## src/rtl/mwi_pkg.sv

```systemverilog
// Shared constants, register word map and helpers for the memory-write
// interrupt controller. Assumes 32-bit register words with byte enables.
package mwi_pkg;

    localparam int WORD_W   = 32;
    localparam int BE_W     = WORD_W / 8;
    localparam int RIDX_W   = 3;
    localparam int SLOT_W   = 5;   // delivery address alignment / data bits
    localparam int BERR_BIT = 8;   // bus-error flag position in control

    // Register words, addressed by word index
    typedef enum logic [RIDX_W-1:0] {
        W_REQ  = 3'd0,
        W_MASK = 3'd1,
        W_PEND = 3'd2,
        W_CTRL = 3'd3,
        W_VEC  = 3'd4
    } reg_word_e;

    // Fixed source positions
    localparam int SRC_SERIAL   = 5;
    localparam int SRC_PARALLEL = 7;
    localparam int SRC_NET      = 8;
    localparam int SRC_DISK     = 9;
    localparam int SRC_AUDIO    = 13;
    localparam int SRC_SELF     = 14;
    localparam int SRC_PS2      = 26;

    localparam logic [WORD_W-1:0] LEGAL_SRC =
        (WORD_W'(1) << SRC_SERIAL) | (WORD_W'(1) << SRC_PARALLEL) |
        (WORD_W'(1) << SRC_NET)    | (WORD_W'(1) << SRC_DISK)     |
        (WORD_W'(1) << SRC_AUDIO)  | (WORD_W'(1) << SRC_SELF)     |
        (WORD_W'(1) << SRC_PS2)    | (WORD_W'(32'h3F) << 16);

    // Replace the bytes of old_v selected by be with those of new_v
    function automatic logic [WORD_W-1:0] byte_merge(
        input logic [WORD_W-1:0] old_v,
        input logic [WORD_W-1:0] new_v,
        input logic [BE_W-1:0]   be
    );
        logic [WORD_W-1:0] r;
        r = old_v;
        for (int b = 0; b < BE_W; b++) begin
            if (be[b]) r[8*b +: 8] = new_v[8*b +: 8];
        end
        return r;
    endfunction

endpackage

```

## src/rtl/mwi_regfile.sv

```systemverilog
// Software-visible registers: mask, bus-error flag and delivery vector, plus
// the read multiplexer. Reads are combinational in the access cycle; the
// pending clear strobe goes to the capture stage for the same edge.
// Assumes reg_widx is a word index and byte enables apply to writes only.
module mwi_regfile
    import mwi_pkg::*;
#(
    parameter int                NSRC    = 32,
    parameter logic [WORD_W-1:0] IAR_RST = 32'h0000_0003,
    parameter logic [WORD_W-1:0] LEGAL   = LEGAL_SRC
) (
    input  logic              clk,
    input  logic              rst_n,
    input  logic              reg_sel,
    input  logic              reg_we,
    input  logic [RIDX_W-1:0] reg_widx,
    input  logic [BE_W-1:0]   reg_be,
    input  logic [WORD_W-1:0] reg_wdata,
    output logic [WORD_W-1:0] reg_rdata,
    input  logic [NSRC-1:0]   pend,
    input  logic [NSRC-1:0]   req,
    output logic [NSRC-1:0]   mask,
    output logic              berr,
    output logic [WORD_W-1:0] vec,
    output logic              pend_clr
);

    localparam logic [WORD_W-1:0] SRC_SPAN = {WORD_W{1'b1}} >> (WORD_W - NSRC);
    localparam logic [WORD_W-1:0] KEEP     = LEGAL & SRC_SPAN;

    logic [WORD_W-1:0] mask_w;
    logic [WORD_W-1:0] vec_q;
    logic              berr_q;
    reg_word_e         word;
    logic              wr_en;

    assign word     = reg_word_e'(reg_widx);
    assign wr_en    = reg_sel && reg_we;
    assign pend_clr = reg_sel && (word == W_PEND);
    assign mask     = mask_w[NSRC-1:0];
    assign berr     = berr_q;
    assign vec      = vec_q;

    // Register writes with byte enables; request word is read-only
    always_ff @(posedge clk) begin
        if (!rst_n) begin
            mask_w <= '0;
            berr_q <= 1'b0;
            vec_q  <= IAR_RST;
        end else if (wr_en) begin
            case (word)
                W_MASK:  mask_w <= byte_merge(mask_w, reg_wdata, reg_be) & KEEP;
                W_CTRL:  if (reg_be[BERR_BIT/8]) berr_q <= reg_wdata[BERR_BIT];
                W_VEC:   vec_q  <= byte_merge(vec_q, reg_wdata, reg_be);
                default: ;
            endcase
        end
    end

    // Read multiplexer, zero for unmapped words and for writes
    always_comb begin
        reg_rdata = '0;
        if (reg_sel && !reg_we) begin
            case (word)
                W_REQ:   reg_rdata = WORD_W'(req);
                W_MASK:  reg_rdata = mask_w;
                W_PEND:  reg_rdata = WORD_W'(pend);
                W_CTRL:  reg_rdata[BERR_BIT] = berr_q;
                W_VEC:   reg_rdata = vec_q;
                default: reg_rdata = '0;
            endcase
        end
    end

endmodule

```

## src/rtl/mwi_capture.sv

```systemverilog
// Per-source capture: pending (any high level), request (high and enabled),
// enabled-edge detection and the per-source "write owed" flags. The
// delivery stage takes owed flags lowest source first through 'take'.
// Assumes source lines are synchronous to clk.
module mwi_capture #(
    parameter int NSRC = 32
) (
    input  logic            clk,
    input  logic            rst_n,
    input  logic [NSRC-1:0] irq_in,
    input  logic [NSRC-1:0] mask,
    input  logic            berr,
    input  logic            pend_clr,
    input  logic            take,
    output logic [NSRC-1:0] pend,
    output logic [NSRC-1:0] req,
    output logic            owe_any
);

    logic [NSRC-1:0] en_now;
    logic [NSRC-1:0] en_q;
    logic [NSRC-1:0] fire;
    logic [NSRC-1:0] owe;
    logic [NSRC-1:0] lowest;

    assign en_now  = irq_in & mask;
    assign fire    = en_now & ~en_q;
    assign lowest  = owe & (~owe + NSRC'(1));
    assign owe_any = |owe;

    for (genvar i = 0; i < NSRC; i++) begin : g_src
        // One source slice: pending, request, edge history and owed write
        always_ff @(posedge clk) begin
            if (!rst_n) begin
                pend[i] <= 1'b0;
                req[i]  <= 1'b0;
                en_q[i] <= 1'b0;
                owe[i]  <= 1'b0;
            end else begin
                pend[i] <= irq_in[i] | (pend[i] & ~pend_clr);
                if (en_now[i]) req[i] <= 1'b1;
                en_q[i] <= en_now[i];
                owe[i]  <= (owe[i] & ~(take & lowest[i])) | (fire[i] & ~berr);
            end
        end
    end

    // a high source line is in pending on the next cycle
    a_r2_pend_set: assert property (@(posedge clk) disable iff (!rst_n)
        rst_n |=> ((pend & $past(irq_in)) == $past(irq_in)));

    // after a clear only the lines high in the clearing cycle remain
    a_r3_pend_clear: assert property (@(posedge clk) disable iff (!rst_n)
        (rst_n && pend_clr) |=> (pend == $past(irq_in)));

    // enabled high lines are recorded in request
    a_r4_req_set: assert property (@(posedge clk) disable iff (!rst_n)
        rst_n |=> ((req & $past(irq_in & mask)) == $past(irq_in & mask)));

endmodule

```

## src/rtl/mwi_deliver.sv

```systemverilog
// Delivery write master: launches one aligned write when a write is owed,
// no write is in flight and the bus-error flag is clear; holds it until
// mw_ready. Address and data are captured from the vector at launch.
module mwi_deliver
    import mwi_pkg::*;
(
    input  logic              clk,
    input  logic              rst_n,
    input  logic              owe_any,
    input  logic              berr,
    input  logic [WORD_W-1:0] vec,
    input  logic              mw_ready,
    output logic              take,
    output logic              mw_valid,
    output logic [WORD_W-1:0] mw_addr,
    output logic [WORD_W-1:0] mw_data
);

    assign take = !mw_valid && owe_any && !berr;

    // Launch, hold and retire the single outstanding write
    always_ff @(posedge clk) begin
        if (!rst_n) begin
            mw_valid <= 1'b0;
            mw_addr  <= '0;
            mw_data  <= '0;
        end else if (take) begin
            mw_valid <= 1'b1;
            mw_addr  <= {vec[WORD_W-1:SLOT_W], SLOT_W'(0)};
            mw_data  <= WORD_W'(vec[SLOT_W-1:0]);
        end else if (mw_valid && mw_ready) begin
            mw_valid <= 1'b0;
        end
    end

    // a stalled write keeps its request and payload
    a_r9_hold: assert property (@(posedge clk) disable iff (!rst_n)
        (mw_valid && !mw_ready) |=> (mw_valid && $stable(mw_addr) && $stable(mw_data)));

    // delivery address is 32-byte aligned
    a_r6_align: assert property (@(posedge clk) disable iff (!rst_n)
        mw_valid |-> (mw_addr[SLOT_W-1:0] == '0));

    // no write starts while the bus-error flag was set
    a_r8_quiet: assert property (@(posedge clk) disable iff (!rst_n)
        $rose(mw_valid) |-> !$past(berr));

endmodule

```

## src/rtl/mwi_irq_ctrl.sv

```systemverilog
// Memory-write interrupt controller top: register file, per-source capture
// and delivery master. Assumes a single clock domain and synchronous sources.
module mwi_irq_ctrl
    import mwi_pkg::*;
#(
    parameter int                NSRC    = 32,
    parameter logic [WORD_W-1:0] IAR_RST = 32'hFFFE_0003,
    parameter logic [WORD_W-1:0] LEGAL   = LEGAL_SRC
) (
    input  logic              clk,
    input  logic              rst_n,
    input  logic              reg_sel,
    input  logic              reg_we,
    input  logic [RIDX_W-1:0] reg_widx,
    input  logic [BE_W-1:0]   reg_be,
    input  logic [WORD_W-1:0] reg_wdata,
    output logic [WORD_W-1:0] reg_rdata,
    input  logic [NSRC-1:0]   irq_in,
    output logic              mw_valid,
    output logic [WORD_W-1:0] mw_addr,
    output logic [WORD_W-1:0] mw_data,
    input  logic              mw_ready
);

    logic [NSRC-1:0]   pend;
    logic [NSRC-1:0]   req;
    logic [NSRC-1:0]   mask;
    logic              berr;
    logic [WORD_W-1:0] vec;
    logic              pend_clr;
    logic              take;
    logic              owe_any;

    mwi_regfile #(
        .NSRC    (NSRC),
        .IAR_RST (IAR_RST),
        .LEGAL   (LEGAL)
    ) u_regs (
        .clk       (clk),
        .rst_n     (rst_n),
        .reg_sel   (reg_sel),
        .reg_we    (reg_we),
        .reg_widx  (reg_widx),
        .reg_be    (reg_be),
        .reg_wdata (reg_wdata),
        .reg_rdata (reg_rdata),
        .pend      (pend),
        .req       (req),
        .mask      (mask),
        .berr      (berr),
        .vec       (vec),
        .pend_clr  (pend_clr)
    );

    mwi_capture #(
        .NSRC (NSRC)
    ) u_cap (
        .clk      (clk),
        .rst_n    (rst_n),
        .irq_in   (irq_in),
        .mask     (mask),
        .berr     (berr),
        .pend_clr (pend_clr),
        .take     (take),
        .pend     (pend),
        .req      (req),
        .owe_any  (owe_any)
    );

    mwi_deliver u_dlv (
        .clk      (clk),
        .rst_n    (rst_n),
        .owe_any  (owe_any),
        .berr     (berr),
        .vec      (vec),
        .mw_ready (mw_ready),
        .take     (take),
        .mw_valid (mw_valid),
        .mw_addr  (mw_addr),
        .mw_data  (mw_data)
    );

endmodule

```

## config.mk

```make
export PLATFORM = sky130hd
export DESIGN_NAME = mwi_irq_ctrl
export DESIGN_NICKNAME = d
export VERILOG_FILES = /design/src/rtl/mwi_pkg.sv /design/src/rtl/mwi_regfile.sv /design/src/rtl/mwi_capture.sv /design/src/rtl/mwi_deliver.sv /design/src/rtl/mwi_irq_ctrl.sv
export SDC_FILE = /design/constraint.sdc
export NUM_CORES = 1
export LEC_CHECK = 0
export BUFFER_PORTS_ARGS = -buffer_cell sky130_fd_sc_hd__buf_2
export CAP_MARGIN = 20
export CORE_MARGIN = 2
export CORE_UTILIZATION = 53
export DETAILED_ROUTE_END_ITERATION = 10
export PLACE_DENSITY = 0.79
export SLEW_MARGIN = 20
export SYNTH_ARGS = -nofsm -noshare
export SYNTH_HDL_FRONTEND = slang
export SYNTH_SLANG_ARGS = --single-unit
export TNS_END_PERCENT = 100
```

## constraint.sdc

```tcl
create_clock -name clk -period 3.05 [get_ports clk]
set_input_delay 0.4575 -clock clk [delete_from_list [all_inputs] [get_ports clk]]
set_output_delay 0.4575 -clock clk [all_outputs]
set_load 0.02 [all_outputs]
```

==> results.cfg <==
[layout]
insertedDiodeCount = 0
finalNetCount = 1036
drive_above_1_share = 0.1984
areaGrowthSynthToFinish_pct = 17.35

[clock_network]
clock_tree.buffer_depth = 2
cts_buffers = 17
clock_sinks = 169
ctsRootBufferMaster = clkbuf_16
clk_latency_ns = 0.42
hold_buffers = 0
cts_tree = done
path_clk_slew_ns = 0.06
cts_setup_buffers = 0
h-tree-depth = 4
cts_resized = 0

[power_and_ir_drop]
total_leakage_power_nw = 3.611
combPwrFrac = 0.081
clkPwrFrac = 0.419
p_seq_frac = 0.500
switchingPower_mw = 1.059
p_total_mw = 4.583
ir_drop_v = 0.0003303
powerDensity_mw_per_mm2 = 544.9
p_int_mw = 3.524
switching_share = 0.2310

[global_routing]
grt_pass1_wl_um = 27150
track_usage = 0.2357
grt_overflow = 0
grt_antenna_before_repair = 0
grt_start_max_net_pins = 77
grt_pass1_vias = 5508

[synth]
synthTopCellsByCount = 170 x nand2_1, 169 x dfxtp_1, 59 x nor2b_1, 56 x a21oi_1, 56 x mux2i_1
synth_seq_cells = 169
synth_area_leader_cell = dfxtp_1
synthArstFlopShare = 0
synth_area_leaders = dfxtp_1 47%, nand2_1 8.9%, mux2i_1 7.8%
synth_ff_type = dfxtp_1
avgSynthCellArea_um2 = 8.573
netlist.area_leader.share = 0.4721
syn_inst = 836
syn_area_mm2 = 0.007167
ys_warn_count = 0
ys_types = 43
ys_seq_area_frac = 0.4721
synth.most_common_cell = nand2_1
synth-edff-count = 0

[job]
drv_cap = 0

[route]
drt-initial-drc-count = 476
wirelength_um = 16860
m1WireLength_um = 7716
postRouteAntennaNets = 0
via_per_inst = 5.342
drt_pass1_iterations = 5
drc = 0
wl_per_cell_um = 14.67
wl_met2_um = 7819
vias = 6138
maxUsedRoutingLayer = met4
wl_met3_um = 992

[sta]
fin_setup_tns_ns = 0
timing.final.crit_share = 0.8293
maxClockFrequency_mhz = 395.3
finalMaxSlewViolations = 0
finClkSkew_ns = 0.005442
post-route-min-period_ns = 2.529
max_slew_margin = 0.4956
hold_viol_final = 0
rsz0062_at_grt = false
finalSetupViolCount = 0
worst_pin_slew_ns = 0.7508

[setup_path]
crit_type = in2out
end_kind = output port
cpMostUsedCell = buf_2
path_cells = buf_2 -> maj3_1 -> or3b_2 -> nor2_1 -> buf_2
critical-path-top-delay-family = simple AND/OR/NAND/NOR gates
cp_data_required_time_ns = 2.59
cp_slowest_cell = or3b_2
cp.arrival_ns = 2.07
critPathBufInv = 2
startpoint_type = input port
reg2reg_slack_ns = 0.53
critPathMaxStageDelay_ns = 0.75
path_max_fanout = 31

[place]
gp_congestion = 0.8245
portBuffers = 140
place_hpwl_um = 11670

[worst_hold_path]
hold_class = in2reg

[floorplanning]
initial_utilization = 0.5412
die_h_um = 120.3
die_area_mm2 = 0.01447
io-pin-count = 173
dieWidth_um = 120.3
rows = 42
core_mm2 = 0.01324

[status]
outcome = completed
metal layers:
metal / track usage / vias up
li1: - / 3038
met1: 0.3105 / 2874
met2: 0.3803 / 202
met3: 0.05047 / 24
met4: 0.09012 / 0
met5: 0 / -
cell type report:
class	count	area [µm²]
fill	1177	4832
clock buffer	30	514.2
sequential	169	3383
timing repair buffer	158	850.8
clock inverter	2	10.01
inverter	5	18.77
tap	176	220.2
multi-input combinational	609	3413
power groups by stage:
| stage | clock network (mW) | logic [mW] | registers, mW |
|---|---|---|---|
| 2_1_floorplan | 0 | 0.259 | 2.35 |
| 3_3_place_gp | 0 | 0.366 | 2.34 |
| 3_5_place_dp | 0 | 0.371 | 2.34 |
| 4_1_cts | 1.96 | 0.373 | 2.29 |
| 5_1_grt | 2.06 | 0.408 | 2.30 |
| 6_report | 1.92 | 0.373 | 2.29 |
sequential cells by signal, indices dropped and copies added, names as in the netlist:
| signal | flops |
|---|---|
| u_dlv.mw_addr | 27 |
| u_cap.en_q | 13 |
| u_cap.req | 13 |
| u_dlv.mw_valid | 1 |
| u_regs.berr | 1 |
| u_cap.pend | 32 |
| u_dlv.mw_data | 5 |
| u_cap.owe | 32 |
| u_regs.vec | 32 |
| u_regs.mask | 13 |
cells by family (layout without fill, tap and decap cells):
group                      after synthesis  count (layout)  synth area share
buffers and inverters                   89             195           0.06878
and+or+nand+nor                        370             370            0.2453
muxes                                   57              57           0.08135
adders and majority gates                1               1          0.001397
other                                    1              32         0.0005232
DFF                                    169             169            0.4721
AOI/OAI and AO/OA                      149             149            0.1306
worst reg2reg max path, delay by kind of cell (launching register included):
kind,cells,cell delay (ns)
compound gates,1,0.13
flops,1,0.34
simple gates,4,1.93
cell usage in the layout, fill, tap and decap left out, types with 4 or more instances in the layout:
cell type / instances
nor4_1: 8
buf_4: 18
mux2i_1: 56
nor2_1: 47
o21ai_0: 21
and3_1: 14
a22oi_1: 32
a21boi_0: 21
conb_1: 32
buf_2: 139
nand2_1: 170
clkbuf_8: 4
clkbuf_1: 9
nor2b_1: 59
a21oi_1: 56
clkbuf_16: 17
nor3_1: 14
inv_1: 5
dfxtp_1: 169
a31oi_1: 5
nand3_1: 33
or3_1: 5
and2_1: 4
worst paths after layout:
check                                               start                          end  depth (start not counted)
worst max-delay path                          reg_widx[2]                reg_rdata[20]                          5
worst min-delay path                        reg_wdata[22]  u_regs.vec[22]$_SDFFE_PN1P_                          3
worst max register to register    u_cap.owe[4]$_SDFF_PN0_     u_cap.owe[27]$_SDFF_PN0_                          5
worst min register to register  u_cap.en_q[20]$_SDFF_PN0_     u_cap.owe[20]$_SDFF_PN0_                          1
stage by stage:
step	setup WS (ns)	util	hold WS [ns]	cell area [µm²]	instances
floorplan	0.4696	-	0.3944	7283	867
global placement	0.5547	0.5955	0.3951	7886	1117
detailed placement	0.5205	0.5955	0.4052	7886	1117
CTS	0.5152	0.6351	0.2278	8411	1149
global route	0.3925	0.6351	0.2340	8411	1149
finish	0.5205	0.6351	0.2469	8411	1149
No activity file was read; power rests on OpenSTA's default activity.
